[config.mk]
export PLATFORM = sky130hd
export DESIGN_NAME = ost_top
export DESIGN_NICKNAME = d
export VERILOG_FILES = /design/src/rtl/ost_pkg.sv /design/src/rtl/ost_counter.sv /design/src/rtl/ost_match_chan.sv /design/src/rtl/ost_watchdog.sv /design/src/rtl/ost_top.sv
export SDC_FILE = /design/constraint.sdc
export NUM_CORES = 1
export LEC_CHECK = 0
export ABC_AREA = 1
export BUFFER_PORTS_ARGS = -buffer_cell sky130_fd_sc_hd__buf_4
export CAP_MARGIN = 20
export CORE_MARGIN = 8
export CORE_UTILIZATION = 40
export DETAILED_ROUTE_END_ITERATION = 10
export GPL_TIMING_DRIVEN = 0
export PLACE_DENSITY = 0.67
export REMOVE_ABC_BUFFERS = 1
export SLEW_MARGIN = 25
export SYNTH_ARGS = -nofsm -noshare
export SYNTH_HDL_FRONTEND = slang
export SYNTH_SLANG_ARGS = --single-unit
[constraint.sdc]
create_clock -name clk_i -period 7.3 [get_ports clk_i]
set_clock_uncertainty 0.05 [all_clocks]
set_input_delay 0 -clock clk_i [delete_from_list [all_inputs] [get_ports clk_i]]
set_output_delay 0 -clock clk_i [all_outputs]
set_load 0.01 [all_outputs]
[src/rtl/ost_pkg.sv]
package ost_pkg;

    localparam int NUM_CH  = 4;
    localparam int DATA_W  = 32;
    localparam int IEN_W   = 12;
    localparam int WD_CH   = NUM_CH - 1;

    localparam logic [7:0] OFF_CNT  = 8'h10;
    localparam logic [7:0] OFF_STAT = 8'h14;
    localparam logic [7:0] OFF_WDOG = 8'h18;
    localparam logic [7:0] OFF_IEN  = 8'h1C;

    typedef enum logic [1:0] {
        WD_IDLE  = 2'd0,
        WD_ARMED = 2'd1,
        WD_FIRE  = 2'd2
    } wd_state_e;

    function automatic logic [7:0] match_off(input int idx);
        return 8'(idx * 4);
    endfunction

endpackage

[src/rtl/ost_counter.sv]
module ost_counter #(
    parameter int CNT_W = 32
) (
    input  logic             clk_i,
    input  logic             rst_ni,
    input  logic             tick_i,
    input  logic             load_i,
    input  logic [CNT_W-1:0] load_val_i,
    output logic [CNT_W-1:0] cnt_o,
    output logic [CNT_W-1:0] nxt_o,
    output logic             upd_o
);

    logic [CNT_W-1:0] cnt_q;

    // load takes precedence over a tick in the same cycle
    always_comb begin
        upd_o = load_i | tick_i;
        nxt_o = load_i ? load_val_i : cnt_q + CNT_W'(1);
    end

    always_ff @(posedge clk_i or negedge rst_ni) begin
        if (!rst_ni) begin
            cnt_q <= '0;
        end else if (upd_o) begin
            cnt_q <= nxt_o;
        end
    end

    assign cnt_o = cnt_q;

endmodule

[src/rtl/ost_match_chan.sv]
module ost_match_chan #(
    parameter int CNT_W = 32
) (
    input  logic             clk_i,
    input  logic             rst_ni,
    input  logic             wr_i,
    input  logic [CNT_W-1:0] wdata_i,
    input  logic             cnt_upd_i,
    input  logic [CNT_W-1:0] cnt_nxt_i,
    output logic [CNT_W-1:0] match_o,
    output logic             hit_o
);

    logic [CNT_W-1:0] match_q;

    always_ff @(posedge clk_i or negedge rst_ni) begin
        if (!rst_ni) begin
            match_q <= '0;
        end else if (wr_i) begin
            match_q <= wdata_i;
        end
    end

    // a hit is an event on the counter moving into the compare value
    assign hit_o   = cnt_upd_i && (cnt_nxt_i == match_q);
    assign match_o = match_q;

endmodule

[src/rtl/ost_watchdog.sv]
module ost_watchdog
    import ost_pkg::*;
#(
    parameter int REG_W = 32
) (
    input  logic             clk_i,
    input  logic             rst_ni,
    input  logic             wr_i,
    input  logic [REG_W-1:0] wdata_i,
    input  logic             hit_i,
    output logic [REG_W-1:0] reg_o,
    output logic             rst_req_o
);

    wd_state_e        state_q, state_d;
    logic [REG_W-1:0] reg_q;
    logic             trip;

    assign trip = (state_q == WD_ARMED) && hit_i;

    always_comb begin
        state_d = state_q;
        unique case (state_q)
            WD_IDLE: begin
                if (wr_i && wdata_i[0]) state_d = WD_ARMED;           // ARM
            end
            WD_ARMED: begin
                if (hit_i)                     state_d = WD_FIRE;     // TRIP
                else if (wr_i && !wdata_i[0])  state_d = WD_IDLE;     // DISARM
            end
            WD_FIRE: begin
                if (wr_i && wdata_i[0]) state_d = WD_ARMED;           // REARM
                else                    state_d = WD_IDLE;            // RETIRE
            end
            default: state_d = WD_IDLE;
        endcase
    end

    always_ff @(posedge clk_i or negedge rst_ni) begin
        if (!rst_ni) begin
            state_q <= WD_IDLE;
        end else begin
            state_q <= state_d;
        end
    end

    // register content: a trip wins over a concurrent write
    always_ff @(posedge clk_i or negedge rst_ni) begin
        if (!rst_ni) begin
            reg_q <= '0;
        end else if (trip) begin
            reg_q <= '0;
        end else if (wr_i) begin
            reg_q <= wdata_i;
        end
    end

    always_comb begin
        rst_req_o = (state_q == WD_FIRE);
        reg_o     = reg_q;
    end

endmodule

[src/rtl/ost_top.sv]
module ost_top
    import ost_pkg::*;
#(
    parameter int ADDR_W = 8,
    parameter int CNT_W  = 32
) (
    input  logic              clk_i,
    input  logic              rst_ni,
    input  logic              tick_i,
    input  logic              bus_sel_i,
    input  logic              bus_wr_i,
    input  logic [ADDR_W-1:0] bus_addr_i,
    input  logic [DATA_W-1:0] bus_wdata_i,
    output logic [DATA_W-1:0] bus_rdata_o,
    output logic              bus_rvalid_o,
    output logic              bus_err_o,
    output logic [NUM_CH-1:0] irq_o,
    output logic              rst_req_o
);

    logic              wr_acc, rd_acc;
    logic [NUM_CH-1:0] sel_match;
    logic              sel_cnt, sel_stat, sel_wdog, sel_ien, mapped;
    logic              cnt_load, st_wr, wd_wr;

    logic [CNT_W-1:0]  cnt_q, cnt_nxt;
    logic              cnt_upd;
    logic [CNT_W-1:0]  match_v [NUM_CH];
    logic [NUM_CH-1:0] hit;
    logic [NUM_CH-1:0] status_q;
    logic [IEN_W-1:0]  ien_q;
    logic [DATA_W-1:0] wd_q;
    logic [DATA_W-1:0] rd_mux;

    // ---------------- address decode ----------------
    assign wr_acc = bus_sel_i &  bus_wr_i;
    assign rd_acc = bus_sel_i & ~bus_wr_i;

    generate
        for (genvar i = 0; i < NUM_CH; i++) begin : g_dec
            assign sel_match[i] = (bus_addr_i == ADDR_W'(match_off(i)));
        end
    endgenerate

    assign sel_cnt  = (bus_addr_i == ADDR_W'(OFF_CNT));
    assign sel_stat = (bus_addr_i == ADDR_W'(OFF_STAT));
    assign sel_wdog = (bus_addr_i == ADDR_W'(OFF_WDOG));
    assign sel_ien  = (bus_addr_i == ADDR_W'(OFF_IEN));
    assign mapped   = (|sel_match) | sel_cnt | sel_stat | sel_wdog | sel_ien;

    assign cnt_load = wr_acc & sel_cnt;
    assign st_wr    = wr_acc & sel_stat;
    assign wd_wr    = wr_acc & sel_wdog;

    // ---------------- counter ----------------
    ost_counter #(.CNT_W(CNT_W)) u_cnt (
        .clk_i      (clk_i),
        .rst_ni     (rst_ni),
        .tick_i     (tick_i),
        .load_i     (cnt_load),
        .load_val_i (bus_wdata_i[CNT_W-1:0]),
        .cnt_o      (cnt_q),
        .nxt_o      (cnt_nxt),
        .upd_o      (cnt_upd)
    );

    // ---------------- compare channels and status ----------------
    generate
        for (genvar i = 0; i < NUM_CH; i++) begin : g_ch
            ost_match_chan #(.CNT_W(CNT_W)) u_ch (
                .clk_i     (clk_i),
                .rst_ni    (rst_ni),
                .wr_i      (wr_acc & sel_match[i]),
                .wdata_i   (bus_wdata_i[CNT_W-1:0]),
                .cnt_upd_i (cnt_upd),
                .cnt_nxt_i (cnt_nxt),
                .match_o   (match_v[i]),
                .hit_o     (hit[i])
            );

            // a new enabled hit outranks a clear in the same cycle
            always_ff @(posedge clk_i or negedge rst_ni) begin
                if (!rst_ni) begin
                    status_q[i] <= 1'b0;
                end else if (hit[i] && ien_q[i]) begin
                    status_q[i] <= 1'b1;
                end else if (st_wr && bus_wdata_i[i]) begin
                    status_q[i] <= 1'b0;
                end
            end
        end
    endgenerate

    assign irq_o = status_q;

    // ---------------- interrupt enable ----------------
    always_ff @(posedge clk_i or negedge rst_ni) begin
        if (!rst_ni) begin
            ien_q <= '0;
        end else if (wr_acc && sel_ien) begin
            ien_q <= bus_wdata_i[IEN_W-1:0];
        end
    end

    // ---------------- watchdog ----------------
    ost_watchdog #(.REG_W(DATA_W)) u_wd (
        .clk_i     (clk_i),
        .rst_ni    (rst_ni),
        .wr_i      (wd_wr),
        .wdata_i   (bus_wdata_i),
        .hit_i     (hit[WD_CH]),
        .reg_o     (wd_q),
        .rst_req_o (rst_req_o)
    );

    // ---------------- read path ----------------
    always_comb begin
        rd_mux = '0;
        for (int i = 0; i < NUM_CH; i++) begin
            if (sel_match[i]) rd_mux = DATA_W'(match_v[i]);
        end
        if (sel_cnt)  rd_mux = DATA_W'(cnt_q);
        if (sel_stat) rd_mux = DATA_W'(status_q);
        if (sel_wdog) rd_mux = wd_q;
        if (sel_ien)  rd_mux = DATA_W'(ien_q);
    end

    always_ff @(posedge clk_i or negedge rst_ni) begin
        if (!rst_ni) begin
            bus_rdata_o  <= '0;
            bus_rvalid_o <= 1'b0;
            bus_err_o    <= 1'b0;
        end else begin
            bus_rvalid_o <= rd_acc;
            bus_err_o    <= bus_sel_i & ~mapped;
            if (rd_acc) bus_rdata_o <= rd_mux;
        end
    end

endmodule

==> results by group <==
Outcome
  • Status: finished, final reports clean

Detailed routing
  • Initial DRT Pass Iterations: 5
  • Routed WL: 50800 um
  • Remaining antenna violation count: 0
  • Number of vias per cell: 5.35
  • DRC: 0
  • Initial DRC Count: 1552
  • WL/cell: 19.4 um
  • Via count: 13987

Clocking
  • CTS tree: done
  • Worst-path clk slew: 0.06 ns
  • Post-CTS setup buffer count: 0
  • Num CTS Buffers: 28
  • Clk root buf: clkbuf_16
  • H-Tree Depth: 1
  • Clock latency at the later pin of the worst-skew pair: 0.55 ns
  • Sink Count: 244
  • Hold-fix buffers, CTS: 39
  • Longest Clk Path Bufs: 3
  • Post-CTS resize count: 0

Flow run
  • Max-cap violations: 0

Yosys
  • Top post-synthesis cells by area: dfrtp_1 (43%), nand2_1 (18%), o21ai_0 (9.8%)
  • Most frequent cell after synthesis: nand2_1
  • Mean Syn Cell Area: 7.04 um^2
  • Ys flop type: dfrtp_1
  • Ys async rst share: 1.00
  • EDFF count, synth: 0
  • Yosys warnings: 0
  • Post-synth top area cell: dfrtp_1
  • Seq/Total Area, Yosys: 0.425
  • Mapped Cells: 2041
  • Syn Std Cell Area: 0.0144 mm^2
  • Commonest cells post-synth: nand2_1 (690), o21ai_0 (281), dfrtp_1 (244), inv_1 (224), nand3_1 (128)
  • #FFs+latches synth: 244
  • Yosys cell types: 42
  • Synth top area share: 0.425

Critical path
  • Crit path kind: in -> reg
  • Crit start category: input port
  • Crit path DAT: 4.40 ns
  • R2r setup slk: 3.58 ns
  • Most used cell along the critical path: nand2_1
  • Launch point of the worst path: bus_addr_i[2]
  • R2r startpoint: u_cnt.cnt_o[0]
  • Worst EP required: 7.69 ns
  • Nature of the critical path endpoint: register
  • Crit Path Max Fanout: 38
  • Worst setup endpoint: u_wd.reg_o[20]
  • Slowest stage delay, CP: 0.78 ns
  • CP Cell Sequence: buf_4 > nor2_1 > nand2_1 > inv_4 > nand2_4 > nor2_8 > or2_2 > nand2_1 > nor2_1 > nand2_1 > nor2_1 > nand3_1 > nor2_2 > nand4_4 > nand2_1 > inv_1
  • CP max-delay cell: or2_2
  • End of the worst register-to-register path: u_wd.reg_o[20]
  • Reg2Reg Depth: 16

Timing
  • Smallest hold slack: 0.0884 ns
  • Final Hold Vio Count: 0
  • Final clock period utilization by the worst path: 0.551
  • Final setup viols: 0
  • Crit path time final: 4.02 ns
  • Max Clk Rate: 249 MHz
  • Worst slew pin tran: 0.912 ns
  • Max Slew Vio Count: 0
  • Max-slew headroom: 0.391
  • Setup_tns: 0 ns
  • RSZ-0062 raised after global routing: no

Floorplan
  • Chip width: 205 um
  • # IOs: 84
  • Core Region: 0.0355 mm^2
  • FP Rows: 69
  • Die area: 0.0422 mm^2
  • Initial Utilization: 0.405
  • Die Y: 205 um

Power
  • Leak: 8.12 nW
  • Maximum VDD drop: 0.000223 V
  • Pwr/cell area: 216 mW/mm^2

Finish
  • Area grow syn2layout: 18.1%
  • Fin nets: 2178
  • Share of layout cells above drive strength 1: 0.112
  • Ant. Diodes: 0

Placement
  • Port-buffer cells: 83
  • Post-DP HPWL: 36100 um
  • Final Wtd Congestion: 0.953

GRT
  • Largest net degree at the start of global routing: 89
  • Total GRT Usage: 0.239
  • Number of global-route vias before repair: 13262
  • Grt ovf: 0
  • First-pass GRT wire length: 78400 um
  • Antenna violations before repair: 0

Min path
  • Hold Crit Class: in -> reg
routing by layer:
metal  part of all wire  GRT usage  vias up
met5                  0          0        -
met4              0.033     0.0809        0
met3              0.093     0.0416       90
met2               0.43      0.366      623
met1               0.44      0.338     6555
li1                   -          -     6719
worst min path at each step:
stage                endpoint  depth (start not counted)           from  slack (ns)
2_1_floorplan       bus_err_o                          0         rst_ni       -0.35
3_3_place_gp        bus_err_o                          3      bus_sel_i        0.24
3_5_place_dp   u_wd.reg_o[20]                          1         rst_ni       -0.10
4_1_cts              irq_o[0]                          7  bus_addr_i[3]        0.06
5_1_grt              irq_o[0]                          7  bus_addr_i[3]        0.11
6_report             irq_o[0]                          7  bus_addr_i[3]        0.09
report_power, final:
group | total [W] | internal [W] | switching [W]
logic | 0.000752 | 0.000246 | 0.000507
registers | 0.00151 | 0.00142 | 0.0000914
clock network | 0.00140 | 0.000814 | 0.000581
total | 0.00366 | 0.00248 | 0.00118
stage by stage:
| stage | cell area, um^2 | utilization | cells | power [W] | setup WS [ns] |
|---|---|---|---|---|---|
| 2_1_floorplan | 14000 | - | 1966 | 0.00196 | 4.07 |
| 3_3_place_gp | 15200 | 0.429 | 2510 | 0.00223 | 1.33 |
| 3_5_place_dp | 15700 | 0.441 | 2524 | 0.00225 | 2.80 |
| 4_1_cts | 17000 | 0.478 | 2612 | 0.00368 | 3.38 |
| 5_1_grt | 17000 | 0.478 | 2612 | 0.00384 | 3.01 |
| 6_report | 17000 | 0.478 | 2612 | 0.00366 | 3.28 |
kinds of logic after synthesis:
group	synth area share
simple gates	0.313
compound gates	0.141
buf+inv	0.0854
flops	0.425
xor+xnor	0.0342
fa+ha+maj	0.000871
area by class of cell:
class,count,area (um^2)
clock inverter,12,119
sequential,244,6110
multi-input combinational,1485,7100
tap,461,577
clock buffer,37,776
timing repair buffer,136,1390
inverter,237,892
fill,3544,18500
worst max-delay path, delay by kind of cell:
family / cells / cell delay [ns]
and+or+nand+nor: 13 / 3.83
buffers and inverters: 3 / 0.53
registers in the layout, summed over array words and instances, names as in the netlist:
signal	count
bus_rvalid_o	1
bus_err_o	1
u_wd.reg_o	32
u_cnt.cnt_o	32
bus_rdata_o	32
irq_o	4
g_ch.u_ch.match_o	128
u_wd.state_q	2
ien_q	12
layout by cell type, fill, tap and decap left out, types with 4 or more instances in the layout:
cell type / netlist / routed
clkinv_2: 0 / 8
xor2_1: 39 / 39
o22ai_1: 13 / 13
nand2_4: 3 / 6
o21ai_0: 281 / 281
or2_2: 7 / 7
buf_12: 0 / 4
inv_2: 11 / 15
dlygate4sd3_1: 0 / 38
nand2_2: 42 / 43
nor2_2: 8 / 8
nand3_1: 128 / 127
dfrtp_1: 244 / 244
nand4_1: 17 / 17
clkbuf_1: 59 / 6
o211ai_1: 13 / 13
nor2_1: 120 / 115
nor2_4: 7 / 12
buf_16: 0 / 11
o2111ai_1: 22 / 22
nand2_1: 690 / 686
xnor2_1: 17 / 17
buf_4: 2 / 82
inv_1: 224 / 220
a21oi_1: 37 / 37
nor3b_1: 4 / 4
nand3b_1: 4 / 4
nor3_1: 16 / 16
clkbuf_16: 0 / 29
Note: power is estimated with default switching activity, not from simulation.
